## src/rtl/rstseq_pkg.sv

```systemverilog
package rstseq_pkg;

  typedef enum logic [1:0] {
    ST_IDLE   = 2'd0,
    ST_DRIVE  = 2'd1,
    ST_SETTLE = 2'd2
  } seq_state_e;

  typedef enum logic [1:0] {
    VEC_COMMON = 2'b00,
    VEC_CLKMON = 2'b01,
    VEC_WDOG   = 2'b10
  } vec_sel_e;

  // Pin read back low means an outside agent still holds reset.
  function automatic vec_sel_e pick_vector(input logic pin_high,
                                           input logic clkmon_pend,
                                           input logic wdog_pend);
    vec_sel_e v;
    if (!pin_high)        v = VEC_COMMON;
    else if (clkmon_pend) v = VEC_CLKMON;
    else if (wdog_pend)   v = VEC_WDOG;
    else                  v = VEC_COMMON;
    return v;
  endfunction

endpackage

```

## src/rtl/rstseq_sync.sv

```systemverilog
module rstseq_sync #(
  parameter int   STAGES  = 2,
  parameter logic RST_VAL = 1'b1
) (
  input  logic clk_i,
  input  logic rst_ni,
  input  logic d_i,
  output logic q_o
);

  logic [STAGES-1:0] chain_q;
  logic [STAGES-1:0] chain_d;

  generate
    if (STAGES == 1) begin : g_single
      always_comb chain_d = d_i;
    end else begin : g_multi
      always_comb chain_d = {chain_q[STAGES-2:0], d_i};
    end
  endgenerate

  always_ff @(posedge clk_i or negedge rst_ni) begin
    if (!rst_ni) chain_q <= {STAGES{RST_VAL}};
    else         chain_q <= chain_d;
  end

  assign q_o = chain_q[STAGES-1];

endmodule

```

## src/rtl/rstseq_req.sv

```systemverilog
module rstseq_req #(
  parameter int RATE_W = 3
) (
  input  logic              por_i,
  input  logic              lvr_i,
  input  logic              ill_addr_i,
  input  logic              clkmon_fail_i,
  input  logic              osc_mon_en_i,
  input  logic              wdog_timeout_i,
  input  logic [RATE_W-1:0] wdog_rate_i,
  input  logic              pin_sync_i,
  input  logic              idle_i,
  output logic              clkmon_hit_o,
  output logic              wdog_hit_o,
  output logic              restart_o
);

  logic wdog_armed;
  logic pin_req;

  always_comb begin
    wdog_armed   = |wdog_rate_i;
    clkmon_hit_o = clkmon_fail_i & osc_mon_en_i;
    wdog_hit_o   = wdog_timeout_i & wdog_armed;
    // The pin is its own output during a sequence, so it counts only when idle.
    pin_req      = idle_i & ~pin_sync_i;
    restart_o    = por_i | lvr_i | ill_addr_i | clkmon_hit_o | wdog_hit_o | pin_req;
  end

endmodule

```

## src/rtl/rstseq_fsm.sv

```systemverilog
module rstseq_fsm
  import rstseq_pkg::*;
#(
  parameter int DRIVE_CYCLES  = 512,
  parameter int SETTLE_CYCLES = 256
) (
  input  logic       clk_i,
  input  logic       rst_ni,
  input  logic       restart_i,
  input  logic       clkmon_hit_i,
  input  logic       wdog_hit_i,
  input  logic       pin_sync_i,
  output logic       idle_o,
  output logic       pin_drive_o,
  output logic       sys_rst_o,
  output logic [1:0] vec_o,
  output logic       vec_valid_o
);

  localparam int MAX_CYC = (DRIVE_CYCLES > SETTLE_CYCLES) ? DRIVE_CYCLES : SETTLE_CYCLES;
  localparam int CNT_W   = (MAX_CYC < 2) ? 1 : $clog2(MAX_CYC);
  localparam logic [CNT_W-1:0] DRIVE_LAST  = CNT_W'(DRIVE_CYCLES - 1);
  localparam logic [CNT_W-1:0] SETTLE_LAST = CNT_W'(SETTLE_CYCLES - 1);

  seq_state_e       state_q, state_d;
  logic [CNT_W-1:0] cnt_q, cnt_d;
  logic             clkmon_pend_q, clkmon_pend_d;
  logic             wdog_pend_q, wdog_pend_d;
  vec_sel_e         vec_q, vec_d;
  logic             valid_q, valid_d;
  logic             vec_load;

  always_comb begin
    state_d       = state_q;
    cnt_d         = cnt_q;
    clkmon_pend_d = clkmon_pend_q | clkmon_hit_i;
    wdog_pend_d   = wdog_pend_q | wdog_hit_i;
    vec_d         = vec_q;
    valid_d       = 1'b0;
    vec_load      = 1'b0;
    unique case (state_q)
      ST_IDLE: begin
        if (restart_i) begin
          state_d = ST_DRIVE;
          cnt_d   = '0;
        end
      end
      ST_DRIVE: begin
        if (restart_i) begin
          cnt_d = '0;
        end else if (cnt_q == DRIVE_LAST) begin
          state_d = ST_SETTLE;
          cnt_d   = '0;
        end else begin
          cnt_d = cnt_q + 1'b1;
        end
      end
      ST_SETTLE: begin
        if (restart_i) begin
          state_d = ST_DRIVE;
          cnt_d   = '0;
        end else if (cnt_q == SETTLE_LAST) begin
          state_d       = ST_IDLE;
          cnt_d         = '0;
          vec_d         = pick_vector(pin_sync_i, clkmon_pend_q, wdog_pend_q);
          vec_load      = 1'b1;
          valid_d       = 1'b1;
          clkmon_pend_d = 1'b0;
          wdog_pend_d   = 1'b0;
        end else begin
          cnt_d = cnt_q + 1'b1;
        end
      end
      default: begin
        state_d = ST_DRIVE;
        cnt_d   = '0;
      end
    endcase
  end

  always_ff @(posedge clk_i or negedge rst_ni) begin
    if (!rst_ni) begin
      state_q       <= ST_DRIVE;
      cnt_q         <= '0;
      clkmon_pend_q <= 1'b0;
      wdog_pend_q   <= 1'b0;
      valid_q       <= 1'b0;
    end else begin
      state_q       <= state_d;
      cnt_q         <= cnt_d;
      clkmon_pend_q <= clkmon_pend_d;
      wdog_pend_q   <= wdog_pend_d;
      valid_q       <= valid_d;
    end
  end

  always_ff @(posedge clk_i or negedge rst_ni) begin
    if (!rst_ni)       vec_q <= VEC_COMMON;
    else if (vec_load) vec_q <= vec_d;
  end

  assign idle_o      = (state_q == ST_IDLE);
  assign pin_drive_o = (state_q == ST_DRIVE);
  assign sys_rst_o   = (state_q != ST_IDLE);
  assign vec_o       = vec_q;
  assign vec_valid_o = valid_q;

endmodule

```

## src/rtl/rstseq_top.sv

```systemverilog
module rstseq_top #(
  parameter int DRIVE_CYCLES  = 512,
  parameter int SETTLE_CYCLES = 256,
  parameter int SYNC_STAGES   = 2,
  parameter int RATE_W        = 3
) (
  input  logic              clk_i,
  input  logic              rst_ni,
  input  logic              por_req_i,
  input  logic              lvr_req_i,
  input  logic              ill_addr_req_i,
  input  logic              clkmon_fail_i,
  input  logic              osc_mon_en_i,
  input  logic              wdog_timeout_i,
  input  logic [RATE_W-1:0] wdog_rate_i,
  input  logic              rst_pin_i,
  output logic              rst_pin_drive_o,
  output logic              sys_rst_o,
  output logic [1:0]        vec_sel_o,
  output logic              vec_valid_o
);

  logic pin_sync;
  logic idle;
  logic clkmon_hit;
  logic wdog_hit;
  logic restart;

  rstseq_sync #(
    .STAGES (SYNC_STAGES),
    .RST_VAL(1'b1)
  ) u_pin_sync (
    .clk_i (clk_i),
    .rst_ni(rst_ni),
    .d_i   (rst_pin_i),
    .q_o   (pin_sync)
  );

  rstseq_req #(
    .RATE_W(RATE_W)
  ) u_req (
    .por_i         (por_req_i),
    .lvr_i         (lvr_req_i),
    .ill_addr_i    (ill_addr_req_i),
    .clkmon_fail_i (clkmon_fail_i),
    .osc_mon_en_i  (osc_mon_en_i),
    .wdog_timeout_i(wdog_timeout_i),
    .wdog_rate_i   (wdog_rate_i),
    .pin_sync_i    (pin_sync),
    .idle_i        (idle),
    .clkmon_hit_o  (clkmon_hit),
    .wdog_hit_o    (wdog_hit),
    .restart_o     (restart)
  );

  rstseq_fsm #(
    .DRIVE_CYCLES (DRIVE_CYCLES),
    .SETTLE_CYCLES(SETTLE_CYCLES)
  ) u_fsm (
    .clk_i       (clk_i),
    .rst_ni      (rst_ni),
    .restart_i   (restart),
    .clkmon_hit_i(clkmon_hit),
    .wdog_hit_i  (wdog_hit),
    .pin_sync_i  (pin_sync),
    .idle_o      (idle),
    .pin_drive_o (rst_pin_drive_o),
    .sys_rst_o   (sys_rst_o),
    .vec_o       (vec_sel_o),
    .vec_valid_o (vec_valid_o)
  );

endmodule

```

## config.mk

```make
export PLATFORM = sky130hd
export DESIGN_NAME = rstseq_top
export DESIGN_NICKNAME = d
export VERILOG_FILES = /design/src/rtl/rstseq_pkg.sv /design/src/rtl/rstseq_sync.sv /design/src/rtl/rstseq_req.sv /design/src/rtl/rstseq_fsm.sv /design/src/rtl/rstseq_top.sv
export SDC_FILE = /design/constraint.sdc
export NUM_CORES = 1
export LEC_CHECK = 0
export ABC_AREA = 1
export BUFFER_PORTS_ARGS = -buffer_cell sky130_fd_sc_hd__buf_4
export CELL_PAD_IN_SITES_DETAIL_PLACEMENT = 0
export CELL_PAD_IN_SITES_GLOBAL_PLACEMENT = 2
export CORE_MARGIN = 3
export CORE_UTILIZATION = 34
export DETAILED_ROUTE_END_ITERATION = 10
export PLACE_DENSITY_LB_ADDON = 0.1
export SYNTH_ARGS = -nofsm -noshare
export SYNTH_HDL_FRONTEND = slang
export SYNTH_SLANG_ARGS = --single-unit
export TNS_END_PERCENT = 20
```

## constraint.sdc

```tcl
create_clock -name clk_i -period 3.15 [get_ports clk_i]
set_input_delay 0 -clock clk_i [delete_from_list [all_inputs] [get_ports clk_i]]
set_output_delay 0 -clock clk_i [all_outputs]
set_load 0.02 [all_outputs]
```

==> results of run 1 <==
## cell type report
type / count / area share [%]
inverter: 26 / 7.36
clock buffer: 4 / 2.74
multi-input combinational: 95 / 40.9
tap: 44 / 4.15
timing repair buffer: 18 / 10.6
sequential: 18 / 34.2
## worst paths after layout
| kind | depth (start not counted) | end | slack (ns) | startpoint |
|---|---|---|---|---|
| worst max register to register | 10 | u_fsm.cnt_q[5] | 1.14 | u_fsm.state_q[0] |
| worst min register to register | 0 | u_pin_sync.chain_q[1] | 0.36 | u_pin_sync.chain_q[0] |
| worst min-delay path | 5 | u_fsm.clkmon_pend_q | 0.04 | osc_mon_en_i |
| max in group asynchronous | 2 | u_pin_sync.chain_q[0] | 2.78 | rst_ni |
| worst max-delay path | 10 | u_fsm.cnt_q[5] | 1.14 | u_fsm.state_q[0] |
| min in group asynchronous | 2 | u_fsm.state_q[1] | 0.10 | rst_ni |
## power by group
| part | switching [uW] | internal (uW) | total [uW] | leakage (uW) |
|---|---|---|---|---|
| clock network | 74.7 | 70.4 | 145 | 0.0000210 |
| registers | 11.2 | 253 | 264 | 0.000229 |
| logic | 178 | 100 | 278 | 0.000416 |
| total | 264 | 423 | 687 | 0.000666 |
## cell families (layout without fill, tap and decap cells)
kind of cell,after synthesis,count (layout)
buffers and inverters,27,48
and+or+nand+nor,65,65
DFF,18,18
AOI/OAI and AO/OA,21,21
adders and majority gates,8,8
xor gates and xnor gates,1,1
## flip-flops by register name (all words and copies together) (netlist names)
name,count
u_fsm.cnt_q,9
u_fsm.state_q,2
u_fsm.vec_o,2
u_pin_sync.chain_q,2
u_fsm.clkmon_pend_q,1
u_fsm.vec_valid_o,1
u_fsm.wdog_pend_q,1
## worst max-delay path, cell delays in order, from the launching register on
cell and delay [ns]:
dfstp_2 0.56, inv_1 0.06, ha_1 0.26, nand2_1 0.10, nand2_2 0.06, nor2_4 0.17
nand3_2 0.28, nand2_1 0.20, nor2_1 0.05, o21ai_1 0.11, inv_1 0.05
## metal layers
layer	up-vias	routed length, um	GRT usage (%)
li1	477	-	-
met1	421	1040	17.5
met2	11	1110	21.3
met3	2	80	2.70
met4	0	13	4.96
met5	-	0	0
## synthesized netlist by cell type, drive strengths merged
master  count
inv        26
nor2       14
o22ai       1
o211ai      1
dfstp       3
dfrtp      15
a22oi       1
nand3       8
xnor2       1
ha          8
nand2      42
a31oi       1
a21oi       8
buf         1
nand4       1
o21ai       9
## per-stage QoR
step,setup WS [ns],instances,power [uW]
floorplan,1.46,140,462
global placement,1.13,199,552
detailed placement,1.11,199,549
CTS,1.09,205,700
global route,0.924,205,759
finish,1.14,205,687
==> qor.csv, run 1 <==
stage,metric,value,unit
final_layout,area_growth,19.9,%
sta,final.period_utilization,63.8,%
sta,max_freq,0.498,GHz
placement,place.gp.congestion,0.734,
placement,place_hpwl,1.76,mm
sta,finalCriticalPeriod,2.01,ns
clocking,clock-root-buffer,clkbuf_4,
yosys,syn-cell-area,0.00111,sq mm
floorplan,die_x,63.0,um
yosys,syn_inst,140,
yosys,seq_area_frac_synth,41.1,%
power_and_ir_drop,powerDensity,518,mW/mm^2
clocking,cts_tree,yes,
sta,holdWs,0.0422,ns
sta,rsz0062_at_grt,false,
route,vias,911,
critical_path,worstPathRequired,3.35,ns
yosys,ys_seq_elements,18,
sta,final-hold-violation-count,0,
yosys,yosys.area_share.simple,27.3,%
clocking,numCtsBuffers,3,
sta,slew_headroom,80.1,%
sta,fin_setup_tns,0,ns
floorplan,start_util,35.9,%
route,viasPerCell,4.44,
final_layout,final_common_cell,nand2_1,
clocking,clk_latency,0.29,ns
final_layout,final_cell_mix,"nand2_1, inv_1, buf_4",
clocking,cts_setup_buffers,0,
clocking,htree_num_levels,1,
final_layout,multiInputGateArea,543,sq um
flow_run,maxCapViolCount,0,
yosys,avgSynthCellArea,7.90,sq um
floorplan,core_area,0.00308,sq mm
yosys,synth-xor-area-share,0.792,%
yosys,synth.area.mux_share,0,%
placement,placed_area,0.00127,sq mm
yosys,synth_area_leader_cell,dfrtp_1,
route,drt_wl_total,2.24,mm
route,drtPass1Iterations,4,
clocking,cts_resized,0,
route,wl_per_cell,10.9,um
critical_path,worstPathMaxFanout,12,
worst_hold_path,hold_class,primary input to register,
clocking,clk_pin_slew_worst_paths,0.11,ns
yosys,ys_types,21,
sta,worst_pin_slew,0.298,ns
yosys,synth_top_area_share,33.9,%
floorplan,chipHeight,63.0,um
critical_path,arrival,2.21,ns
yosys,synth_top_family_by_area,simple AND/OR/NAND/NOR gates,
clocking,hold_buffers,2,
global_route,antenna_found_initial,0,
global_route,grt_pass1_wl,4.24,mm
sta,setup_viol,0,
yosys,synthTopCellsByArea,"dfrtp_1, nand2_1, ha_1",
power_and_ir_drop,p_leak,0.000666,uW
critical_path,cp-end-kind,register,
yosys,yosys.area_share.adder,9.05,%
clocking,clock-sinks,18,
final_layout,seqCellArea,454,sq um
final_layout,fin_util,43.1,%
critical_path,worst_setup_path_start_kind,register,
final_layout,final_cell_area,0.00133,sq mm
final_layout,nets,182,
yosys,syn_nets,160,
final_layout,diodes,0,
global_route,grt_pass1_vias,931,
placement,port_buffers,16,
sta,slew_viol_final,0,
floorplan,rows,20,
yosys,yosysWarnings,0,
sta,fin_skew,0.00521,ns
route,drt_iter0_markers,48,
run_status,status,"complete, no violations",
final_layout,drive_gt1_share,24.8,%
final_layout,fill_cells,344,
global_route,grtUsageTotal,13.3,%
critical_path,path_class,register to register,
route,route.detailed.drc,0,
clocking,clock_path_buffers,2,
yosys,synth-compound-area-share,12.0,%
global_route,grt_max_degree,19,
route,final_antenna_net_count,0,
global_route,overflow,0,
power_and_ir_drop,ir_drop,0.137,mV
floorplan,dieArea,0.00397,sq mm
floorplan,io_pins,17,
Note: power is estimated with default switching activity, not from simulation.
==> inputs of run 2 (changes only) <==
--- a/config.mk
+++ b/config.mk
@@ -10,7 +10,7 @@
 export CELL_PAD_IN_SITES_DETAIL_PLACEMENT = 0
 export CELL_PAD_IN_SITES_GLOBAL_PLACEMENT = 2
 export CORE_MARGIN = 3
-export CORE_UTILIZATION = 34
+export CORE_UTILIZATION = 29
 export DETAILED_ROUTE_END_ITERATION = 10
 export PLACE_DENSITY_LB_ADDON = 0.1
 export SYNTH_ARGS = -nofsm -noshare
==> constraint.sdc (replaced) <==
create_clock -name clk_i -period 1.8 [get_ports clk_i]
set_input_delay 0 -clock clk_i [delete_from_list [all_inputs] [get_ports clk_i]]
set_output_delay 0 -clock clk_i [all_outputs]
set_load 0.02 [all_outputs]
==> run 2 against run 1 <==
Against the previous run: sequential share of layout area is 6.7 points lower; clock-buffer cell count stayed put; setup slack worse by 1.1 ns; hold slack better by 0.047 ns; utilization is 4.1 points higher; critical endpoint is now u_fsm.clkmon_pend_q; largest cell class unchanged.
==> qor.csv, run 2 (synthesis gave the netlist of run 1 again) <==
stage,metric,value,unit
clocking,numCtsBuffers,3,
route,wl_per_cell,12.1,um
sta,max_freq,0.576,GHz
worst_hold_path,hold_class,primary input to register,
clocking,clk_latency,0.26,ns
global_route,antenna_found_initial,0,
floorplan,start_util,31.7,%
final_layout,drive_gt1_share,43.2,%
critical_path,cp-end-kind,register,
critical_path,path_class,register to register,
power_and_ir_drop,powerDensity,912,mW/mm^2
global_route,grt_pass1_vias,929,
clocking,cts_tree,yes,
final_layout,layout.cells.non_filler,229,
power_and_ir_drop,p_leak,0.000800,uW
global_route,grt_pass1_wl,4.28,mm
floorplan,rows,21,
global_route,overflow,0,
final_layout,area_growth,49.2,%
clocking,clk_pin_slew_worst_paths,0.08,ns
final_layout,largest_reg_flops,9,
final_layout,fin_util,47.2,%
sta,final.period_utilization,96.5,%
placement,port_buffers,16,
sta,worst_pin_slew,0.315,ns
sta,final-hold-violation-count,0,
floorplan,dieArea,0.00459,sq mm
placement,placed_cells,212,
route,final_antenna_net_count,0,
global_route,grt_max_degree,19,
run_status,status,"complete, no violations",
clocking,clock-sinks,18,
critical_path,worst_setup_path_start_kind,register,
power_and_ir_drop,ir_drop,0.489,mV
placement,place.gp.congestion,0.748,
global_route,grt-busiest-layer,met2,
critical_path,worstPathRequired,1.96,ns
sta,slew_viol_final,0,
final_layout,final_cell_mix,"buf_4, nand2_1, inv_1",
clocking,clock_path_buffers,2,
route,drt_wl_total,2.78,mm
final_layout,largest-register,u_fsm.cnt_q,
critical_path,r2r_slack,0.06,ns
global_route,met2_usage,18.6,%
critical_path,arrival,1.90,ns
placement,placed_area,0.00136,sq mm
floorplan,chipHeight,67.8,um
floorplan,core_area,0.00349,sq mm
floorplan,die_x,67.8,um
route,drt_iter0_markers,55,
sta,rsz0062_at_grt,true,
flow_run,maxCapViolCount,0,
global_route,grt_use_met3,3.49,%
final_layout,final_common_cell,buf_4,
critical_path,worstPathMaxFanout,5,
route,drtPass1Iterations,4,
route,vias,1023,
sta,slew_headroom,79.0,%
sta,setup_viol,0,
global_route,grtUsageMet1,17.7,%
global_route,grtUsageTotal,12.7,%
final_layout,diodes,0,
final_layout,fill_cells,352,
floorplan,io_pins,17,
route,route.detailed.drc,0,
sta,finalCriticalPeriod,1.74,ns
route,viasPerCell,4.47,
final_layout,final_cell_area,0.00165,sq mm
final_layout,nets,204,
clocking,htree_num_levels,1,
sta,fin_skew,0.0109,ns
placement,place_hpwl,1.87,mm
clocking,clock-root-buffer,clkbuf_8,
-- run 2: final timing paths --
check,start,depth (start not counted),to
max in group asynchronous,rst_ni,2,u_pin_sync.chain_q[1]
worst max-delay path,u_fsm.state_q[0],10,u_fsm.clkmon_pend_q
worst max register to register,u_fsm.state_q[0],10,u_fsm.clkmon_pend_q
min in group asynchronous,rst_ni,2,u_fsm.cnt_q[0]
worst min register to register,u_pin_sync.chain_q[0],0,u_pin_sync.chain_q[1]
worst min-delay path,osc_mon_en_i,5,u_fsm.clkmon_pend_q
-- run 2: what timing repair did --
action | CTS | global route
endpoints found under the setup margin | 9 | 13
resized for setup | 5 | 27
pin swaps | 3 | 8
cloned | 0 | 1
endpoints found under the hold margin | 19 | 0
hold buffers | 2 | 0
setup buffers | 2 | 8
-- run 2: critical path: stages (launching register included) --
cell     delay, ns
dfstp_2       0.54
inv_2         0.05
ha_4          0.15
nand2_2       0.06
nand2_2       0.06
nor2_4        0.24
nand2_4       0.10
nor2_4        0.18
inv_1         0.09
o22ai_1       0.11
inv_1         0.05
-- run 2: routing by layer --
metal  vias up  routed length [um]
met1       470                1350
met2        20                1300
met4         0                  17
met5         -                   0
met3         2                 112
li1        531                   -
-- run 2: area by class of cell --
class                      instances  area [sq um]  share of cell area [%]
clock buffer                       4          55.1                    3.34
tap                               46          57.6                    3.49
sequential                        18           454                    27.5
timing repair buffer              39           309                    18.7
inverter                          26           100                    6.07
multi-input combinational         96           674                    40.9
-- run 2: power by group --
part	switching [uW]	internal [uW]
Combinational	399	304
Sequential	18.0	442
Clock	148	195
Total	564	940
-- run 2: through the flow --
stage          hold WS (ns)  setup slack, ns  setup TNS (ns)  power, uW
6_report             0.0887           0.0638               0       1500
4_1_cts              0.0794         0.000244               0       1370
3_3_place_gp         -0.109          -0.0510         -0.0937       1000
3_5_place_dp         -0.107          -0.0793          -0.382        998
2_1_floorplan        -0.296            0.113               0        809
5_1_grt               0.108          -0.0252         -0.0817       1630
==> inputs of run 3 (changes only) <==
--- a/config.mk
+++ b/config.mk
@@ -13,6 +13,7 @@
 export CORE_UTILIZATION = 29
 export DETAILED_ROUTE_END_ITERATION = 10
 export PLACE_DENSITY_LB_ADDON = 0.1
+export SETUP_SLACK_MARGIN = 0.15
 export SYNTH_ARGS = -nofsm -noshare
 export SYNTH_HDL_FRONTEND = slang
 export SYNTH_SLANG_ARGS = --single-unit
==> run 3 against run 2 <==
Against the previous run: routed wire length shrank 5.0%; cell count shrank 1.7%; first-iteration DRC count shrank 27%; die area is the same; utilization shrank 0.50 points; sequential share of layout area grew 0.30 points; combinational power shrank 8.7%; largest cell class unchanged.
==> qor.csv, run 3 (synthesis gave the netlist of run 1 again) <==
stage,metric,value,unit
run_status,status,"complete, no violations",
global_route,grt-busiest-layer,met2,
power_and_ir_drop,powerDensity,877,mW/mm^2
final_layout,diodes,0,
sta,finalCriticalPeriod,1.70,ns
sta,slew_headroom,84.1,%
floorplan,chipHeight,67.8,um
route,drt_iter0_markers,40,
floorplan,core_area,0.00349,sq mm
route,viasPerCell,4.34,
sta,holdWs,0.123,ns
global_route,grt_pass1_vias,936,
worst_hold_path,hold_class,primary input to register,
placement,place_hpwl,1.85,mm
final_layout,final_cell_mix,"buf_4, nand2_1, inv_1",
global_route,grt_pass1_wl,4.40,mm
sta,slew_viol_final,0,
floorplan,start_util,31.7,%
placement,port_buffers,16,
sta,final-hold-violation-count,0,
critical_path,path_class,register to register,
global_route,grt_max_degree,19,
sta,setup_viol,0,
final_layout,area_growth,47.6,%
floorplan,io_pins,17,
global_route,overflow,0,
critical_path,arrival,1.85,ns
sta,fin_setup_tns,0,ns
clocking,clk_pin_slew_worst_paths,0.07,ns
sta,finalWorstSetupSlack,0.0979,ns
global_route,grtUsageMet1,16.8,%
global_route,antenna_found_initial,0,
critical_path,worstPathMaxFanout,3,
critical_path,worst_setup_path_start_kind,register,
placement,place.gp.congestion,0.729,
power_and_ir_drop,fin_total_pwr,1430,uW
route,wl_per_cell,11.7,um
clocking,numCtsBuffers,3,
sta,final.period_utilization,94.6,%
final_layout,largest-register,u_fsm.cnt_q,
clocking,cts_tree,yes,
clocking,htree_num_levels,1,
final_layout,fin_util,46.7,%
critical_path,cp-end-kind,register,
global_route,grtUsageTotal,13.1,%
route,vias,977,
clocking,clock-root-buffer,clkbuf_8,
power_and_ir_drop,ir_drop,0.775,mV
clocking,clock_path_buffers,2,
placement,post-place-ws,0.00883,ns
floorplan,dieArea,0.00459,sq mm
final_layout,nets,200,
global_route,grt_use_met3,3.66,%
global_route,met2_usage,21.4,%
critical_path,worstPathRequired,1.95,ns
floorplan,rows,21,
power_and_ir_drop,p_leak,0.000793,uW
route,final_antenna_net_count,0,
sta,rsz0062_at_grt,true,
sta,max_freq,0.588,GHz
route,route.detailed.drc,0,
sta,worst_pin_slew,0.238,ns
final_layout,final_common_cell,buf_4,
flow_run,maxCapViolCount,0,
route,drtPass1Iterations,4,
final_layout,drive_gt1_share,48.6,%
floorplan,die_x,67.8,um
clocking,clock-sinks,18,
clocking,clk_latency,0.26,ns
route,drt_wl_total,2.64,mm
sta,fin_skew,0.00663,ns
final_layout,largest_reg_flops,9,
-- run 3: path summary, 6_finish.rpt --
kind,startpoint,end,slack (ns),cells after the start
hold / removal,osc_mon_en_i,u_fsm.clkmon_pend_q,0.12,5
setup reg to reg,u_fsm.cnt_q[1],u_fsm.cnt_q[7],0.1,12
min in group asynchronous,rst_ni,u_fsm.clkmon_pend_q,0.14,2
max in group asynchronous,rst_ni,u_pin_sync.chain_q[0],1.39,2
hold reg to reg,u_pin_sync.chain_q[0],u_pin_sync.chain_q[1],0.36,0
setup / recovery,u_fsm.cnt_q[1],u_fsm.cnt_q[7],0.1,12
-- run 3: critical path, cell delays in order, from the launching register on --
cell     delay [ns]
dfrtp_1        0.38
ha_2           0.20
nand2_2        0.08
nor2_4         0.16
nand3_4        0.10
inv_4          0.09
buf_4          0.10
ha_1           0.15
inv_2          0.05
nand4_1        0.09
nand2_1        0.07
nand2_1        0.08
a21oi_2        0.05
-- run 3: cell type report --
cell class	instances	area [sq um]
clock buffers	4	55.1
fillers	342	1860
inverters	26	100
multi-input cells	95	687
flip-flops and latches	18	454
well taps	46	57.6
repair buffers	36	279
-- run 3: metrics by stage --
step                      instance area (sq um)  std cells
after floorplan                            1120        140
after global placement                     1350        210
after detailed placement                   1350        210
after CTS                                  1530        221
after global routing                       1630        225
final                                      1630        225
-- run 3: repair_timing --
item | in CTS | in global routing
pin swaps | 10 | 17
endpoints found under the hold margin | 19 | 0
gates resized for setup | 16 | 20
setup buffers | 5 | 4
setup endpoints to repair | 16 | 16
hold buffers | 2 | 0
-- run 3: layer usage --
layer / share of wire, % / up-vias
li1: - / 514
met1: 47 / 445
met2: 49 / 16
met3: 4.0 / 2
met4: 0.64 / 0
met5: 0 / -
-- run 3: power by group --
group          switching, uW  leakage, uW  internal, uW
Sequential              16.2     0.000229           442
Clock                    140    0.0000288           194
Combinational            382     0.000535           258
